### src/rtl/i2c_mon_pkg.sv
// Package: types and constants shared by the bus condition monitor.
// Assumes: two bus lines, ordered clock first, data second, in the packed line vector.
package i2c_mon_pkg;

    localparam int unsigned LINE_COUNT = 2;
    localparam int unsigned LINE_SCL   = 0;
    localparam int unsigned LINE_SDA   = 1;

    // One cycle of detected bus conditions.
    typedef struct packed {
        logic start;
        logic stop;
    } bus_cond_t;

endpackage

### src/rtl/i2c_mon_sync.sv
// Module: i2c_mon_sync
// Brings each asynchronous bus line into the clk domain through a chain of flops.
// Assumes: STAGES >= 2. Lines idle high on the bus, so the chain resets to all ones.
module i2c_mon_sync #(
    parameter int unsigned LINES  = 2,
    parameter int unsigned STAGES = 2
) (
    input  logic             clk,
    input  logic             rst_n,
    input  logic [LINES-1:0] line_async,
    output logic [LINES-1:0] line_sync
);

    localparam int unsigned TOP = STAGES - 1;

    for (genvar g = 0; g < LINES; g++) begin : g_line
        logic [STAGES-1:0] chain;

        // Shift the raw line level through the synchroniser chain.
        always_ff @(posedge clk) begin
            if (!rst_n) begin
                chain <= '1;
            end else begin
                chain <= {chain[STAGES-2:0], line_async[g]};
            end
        end

        assign line_sync[g] = chain[TOP];
    end

endmodule

### src/rtl/i2c_mon_cond_det.sv
// Module: i2c_mon_cond_det
// Compares the synchronised lines with their previous sample and flags START/STOP.
// Assumes: inputs are already synchronous. A condition requires the clock line high
// in both samples, so a data change that coincides with a clock change is not a condition.
module i2c_mon_cond_det
    import i2c_mon_pkg::*;
(
    input  logic      clk,
    input  logic      rst_n,
    input  logic      enable,
    input  logic      scl_s,
    input  logic      sda_s,
    output bus_cond_t cond
);

    logic scl_prev;
    logic sda_prev;
    logic scl_held_high;

    // Keep the previous sample of both lines; tracking runs even while disabled.
    always_ff @(posedge clk) begin
        if (!rst_n) begin
            scl_prev <= 1'b1;
            sda_prev <= 1'b1;
        end else begin
            scl_prev <= scl_s;
            sda_prev <= sda_s;
        end
    end

    // Classify the data-line edge seen with the clock line high.
    always_comb begin
        scl_held_high = scl_prev & scl_s;
        cond.start    = enable & scl_held_high & sda_prev & ~sda_s;
        cond.stop     = enable & scl_held_high & ~sda_prev & sda_s;
    end

endmodule

### src/rtl/i2c_mon_status.sv
// Module: i2c_mon_status
// Holds the last-START and last-STOP bits and derives the bus-free indication.
// Assumes: START and STOP are never flagged in the same cycle.
module i2c_mon_status
    import i2c_mon_pkg::*;
(
    input  logic      clk,
    input  logic      rst_n,
    input  logic      enable,
    input  bus_cond_t cond,
    output logic      start_bit,
    output logic      stop_bit,
    output logic      free
);

    // Record the most recent condition; disable or reset wipes both bits.
    always_ff @(posedge clk) begin
        if (!rst_n || !enable) begin
            start_bit <= 1'b0;
            stop_bit  <= 1'b0;
        end else if (cond.start) begin
            start_bit <= 1'b1;
            stop_bit  <= 1'b0;
        end else if (cond.stop) begin
            start_bit <= 1'b0;
            stop_bit  <= 1'b1;
        end
    end

    // The bus is free after a STOP or when no condition has been seen yet.
    always_comb begin
        free = stop_bit | (~start_bit & ~stop_bit);
    end

endmodule

### src/rtl/i2c_mon_irq.sv
// Module: i2c_mon_irq
// Sticky interrupt flag fed by bus conditions and byte completion.
// Assumes: clear is a one-cycle pulse; an event in the same cycle takes priority.
module i2c_mon_irq
    import i2c_mon_pkg::*;
(
    input  logic      clk,
    input  logic      rst_n,
    input  logic      enable,
    input  bus_cond_t cond,
    input  logic      byte_strobe,
    input  logic      clear,
    output logic      flag
);

    logic event_hit;

    // Merge all event sources; byte completion counts only while enabled.
    always_comb begin
        event_hit = cond.start | cond.stop | (enable & byte_strobe);
    end

    // Set on any event, drop on clear, otherwise hold.
    always_ff @(posedge clk) begin
        if (!rst_n) begin
            flag <= 1'b0;
        end else if (event_hit) begin
            flag <= 1'b1;
        end else if (clear) begin
            flag <= 1'b0;
        end
    end

endmodule

### src/rtl/i2c_bus_monitor.sv
// Module: i2c_bus_monitor (top)
// Watches the I2C lines, keeps START/STOP status, reports a free bus and
// raises a sticky interrupt flag. Synchronous active-low reset.
// Assumes: scl_in/sda_in are asynchronous; byte_done and irq_clr are clk-synchronous pulses.
module i2c_bus_monitor
    import i2c_mon_pkg::*;
#(
    parameter int unsigned SYNC_STAGES = 2
) (
    input  logic clk,
    input  logic rst_n,
    input  logic enable,
    input  logic scl_in,
    input  logic sda_in,
    input  logic byte_done,
    input  logic irq_clr,
    output logic start_seen,
    output logic stop_seen,
    output logic bus_free,
    output logic irq_flag
);

    logic [LINE_COUNT-1:0] lines_raw;
    logic [LINE_COUNT-1:0] lines_sync;
    bus_cond_t             cond;

    // Pack the bus lines in package order.
    always_comb begin
        lines_raw           = '0;
        lines_raw[LINE_SCL] = scl_in;
        lines_raw[LINE_SDA] = sda_in;
    end

    i2c_mon_sync #(
        .LINES  (LINE_COUNT),
        .STAGES (SYNC_STAGES)
    ) u_sync (
        .clk        (clk),
        .rst_n      (rst_n),
        .line_async (lines_raw),
        .line_sync  (lines_sync)
    );

    i2c_mon_cond_det u_det (
        .clk    (clk),
        .rst_n  (rst_n),
        .enable (enable),
        .scl_s  (lines_sync[LINE_SCL]),
        .sda_s  (lines_sync[LINE_SDA]),
        .cond   (cond)
    );

    i2c_mon_status u_status (
        .clk       (clk),
        .rst_n     (rst_n),
        .enable    (enable),
        .cond      (cond),
        .start_bit (start_seen),
        .stop_bit  (stop_seen),
        .free      (bus_free)
    );

    i2c_mon_irq u_irq (
        .clk         (clk),
        .rst_n       (rst_n),
        .enable      (enable),
        .cond        (cond),
        .byte_strobe (byte_done),
        .clear       (irq_clr),
        .flag        (irq_flag)
    );

endmodule

### config.mk
export PLATFORM = sky130hd
export DESIGN_NAME = i2c_bus_monitor
export DESIGN_NICKNAME = d
export VERILOG_FILES = /design/src/rtl/i2c_mon_pkg.sv /design/src/rtl/i2c_mon_sync.sv /design/src/rtl/i2c_mon_cond_det.sv /design/src/rtl/i2c_mon_status.sv /design/src/rtl/i2c_mon_irq.sv /design/src/rtl/i2c_bus_monitor.sv
export SDC_FILE = /design/constraint.sdc
export NUM_CORES = 1
export LEC_CHECK = 0
export BUFFER_PORTS_ARGS = -buffer_cell sky130_fd_sc_hd__buf_2
export CAP_MARGIN = 20
export CELL_PAD_IN_SITES_DETAIL_PLACEMENT = 1
export CELL_PAD_IN_SITES_GLOBAL_PLACEMENT = 2
export CORE_AREA = 2 2 39 41
export DETAILED_ROUTE_END_ITERATION = 10
export DIE_AREA = 0 0 41 43
export GPL_ROUTABILITY_DRIVEN = 0
export PLACE_DENSITY_LB_ADDON = 0.25
export SLEW_MARGIN = 30
export SYNTH_ARGS = -nofsm -noshare
export SYNTH_HDL_FRONTEND = slang
export SYNTH_HIERARCHICAL = 1
export SYNTH_SLANG_ARGS = --single-unit
### constraint.sdc
create_clock -name clk -period 2.5 [get_ports clk]
set_input_delay 0.125 -clock clk [delete_from_list [all_inputs] [get_ports clk]]
set_output_delay 0.125 -clock clk [all_outputs]
set_load 0.01 [all_outputs]
==> flow_summary.toml <==
[yosys]
yosysWarnings = 6
netlist_instances = 30
ys_seq_elements = 9
syn_area_sq_um = 332
synth.distinct_cells = 12
syn-num-nets = 37
syn_avg_cell_area_sq_um = 11.1
seq_area_frac_synth = 0.543

[worst_setup_path]
slowest_delay_ps = 340
worstPathMaxFanout = 3
path_cells = "nand3_2 > nor3b_2 > nand2b_1 > a21oi_2"
arrival_ps = 1160
crit_slowest_cell = "dfxtp_1"
cpLargestDelayFamily = "simple AND/OR/NAND/NOR gates"
rrSetupSlack_ps = 1490
critPathLaunchType = "flop"
crit_type = "reg -> reg"
cp-end-kind = "flop"
cp.required_ps = 2650
crit_buf_inv = 0

[sta]
max_freq_mhz = 993
worst_pin_slew_ps = 268
rsz0062_at_grt = "false"
post-route-period-util = 0.403
skew_ps = 1.76
setup_viol = 0
report.final.slew_viol_count = 0
setup_slack_ps = 1490
finalSetupTns_ps = 0
slew_headroom = 0.821
period_needed_ps = 1010
hold_viol = 0

[cells_and_area]
diodes = 0
stdcell_count = 58
syn2layout_area_growth_pct = 24.5
fin_nets = 50
layout-drive-gt1-share = 0.429
utilization = 0.298

[global_routing]
track_usage = 0.0746
grt_antenna_before_repair = 0
grt_pass1_vias = 219
grt_pass1_wl_um = 793
gr-total-overflow = 0
grt_start_max_net_pins = 9

[drt]
vias = 236
post_drt_wl_per_cell_um = 8.62
drt_iter0_markers = 3
finalWirelength_um = 500
ant_nets = 0
viasPerCell = 4.07
dr.pass1.iters = 2
drc = 0

[floorplanning]
core_area_sq_mm = 0.00138
die_w_um = 41
initial_core_util = 0.240
die_y_um = 43
die_area_sq_mm = 0.00176
io_pins = 11
row_count = 14

[power_and_ir_drop]
p_clk_frac = 0.388
p_seq_frac = 0.544
p_int_mw = 0.220
power_density_mw_per_mm2 = 672
switching_share = 0.206
total_power_mw = 0.278
comb_power_share = 0.068
netSwitchingPower_mw = 0.0572
ir_drop_mv = 0.283
p_leak_nw = 0.168

[clocking]
post-cts-setup-buffers = 0
insertion_delay_ps = 250
cts_buffers = 3
cts_tree = "built"
cts.path.max_buffers = 2
cts_root_buffer = "clkbuf_4"
ctsResizeCount = 0
cts_hold_buf = 0
clock-sinks = 9
clkTransAtPathRegs_ps = 60
htreeDepth = 1

[placement]
io_buffers = 10
place_inst = 54
place_ws_ps = 1490

[worst_hold_path]
min_path_type = "in -> reg"

[status]
status = "finished, final reports clean"

[flow_run]
maxCapViolCount = 0
-- synth_stat cells --
library cell	number	area share
dfxtp_1	9	0.54
nand2b_1	9	0.17
buf_4	2	0.045
nor3b_2	2	0.075
a211oi_2	1	0.038
a21boi_1	1	0.023
a21oi_2	1	0.026
inv_1	1	0.011
nand2_1	1	0.011
nand3_2	1	0.030
nor2_1	1	0.011
nor3_1	1	0.015
-- power by group through the flow --
stage          Clock [mW]  Combinational, mW  Sequential (mW)
2_1_floorplan           0             0.0115            0.154
3_3_place_gp            0             0.0191            0.154
3_5_place_dp            0             0.0196            0.154
4_1_cts             0.115             0.0196            0.151
5_1_grt             0.120             0.0214            0.151
6_report            0.108             0.0189            0.151
-- routing by layer --
metal / routed length (um) / part of all wire / GRT usage
met5: 0 / 0 / 0
met3: 68 / 0.14 / 0.0314
met4: 10 / 0.020 / 0.100
met2: 224 / 0.45 / 0.100
met1: 196 / 0.39 / 0.0684
-- state kept, by name (all words and copies together) (netlist names) --
name and flops:
u_status/start_bit 1, u_status/stop_bit 1, u_irq/flag 1, u_sync/g_line.chain 4, u_det/scl_prev 1, u_det/sda_prev 1
-- cells by family (layout without fill, tap and decap cells) --
logic type | after synthesis | in the layout | synth area share
AND/OR/NAND/NOR | 15 | 15 | 0.313
flip-flops | 9 | 9 | 0.543
buffers and inverters | 3 | 15 | 0.0566
AO/OA/AOI/OAI | 3 | 3 | 0.0868
-- layout by cell type, fill, tap and decap left out, drive strengths merged --
cell     n
nor3     1
a21boi   1
inv      1
nand2b   9
a211oi   1
nand3    1
a21oi    1
nor3b    2
clkbuf   4
buf     10
nor2     1
dfxtp    9
nand2    1
-- final timing paths --
check                             from                         to  depth (start not counted)
max          u_sync/g_line[0].chain[1]         u_status/start_bit                          4
min                             sda_in  u_sync/g_line[1].chain[0]                          2
max reg2reg  u_sync/g_line[0].chain[1]         u_status/start_bit                          4
min reg2reg  u_sync/g_line[0].chain[0]  u_sync/g_line[0].chain[1]                          1
-- worst reg2reg max path, stage by stage (launching register included) --
cell,delay (ps)
dfxtp_1,340
nand3_2,90
nor3b_2,270
nand2b_1,160
a21oi_2,50
-- area by class of cell --
class                           count  area (sq um)
Clock buffer                        4          26.3
Tap cell                           16          20.0
Multi-Input combinational cell     18           133
Sequential cell                     9           180
Inverter                            1          3.75
Fill cell                         173           971
Timing Repair Buffer               10          50.0
-- per-stage QoR --
stage / hold WS, ps / cell area [sq um]
3_5_place_dp: 310 / 387
6_report: 51.5 / 413
5_1_grt: 58.9 / 413
3_3_place_gp: 307 / 387
2_1_floorplan: 198 / 332
4_1_cts: 41.0 / 413
No activity file was read; power rests on OpenSTA's default activity.
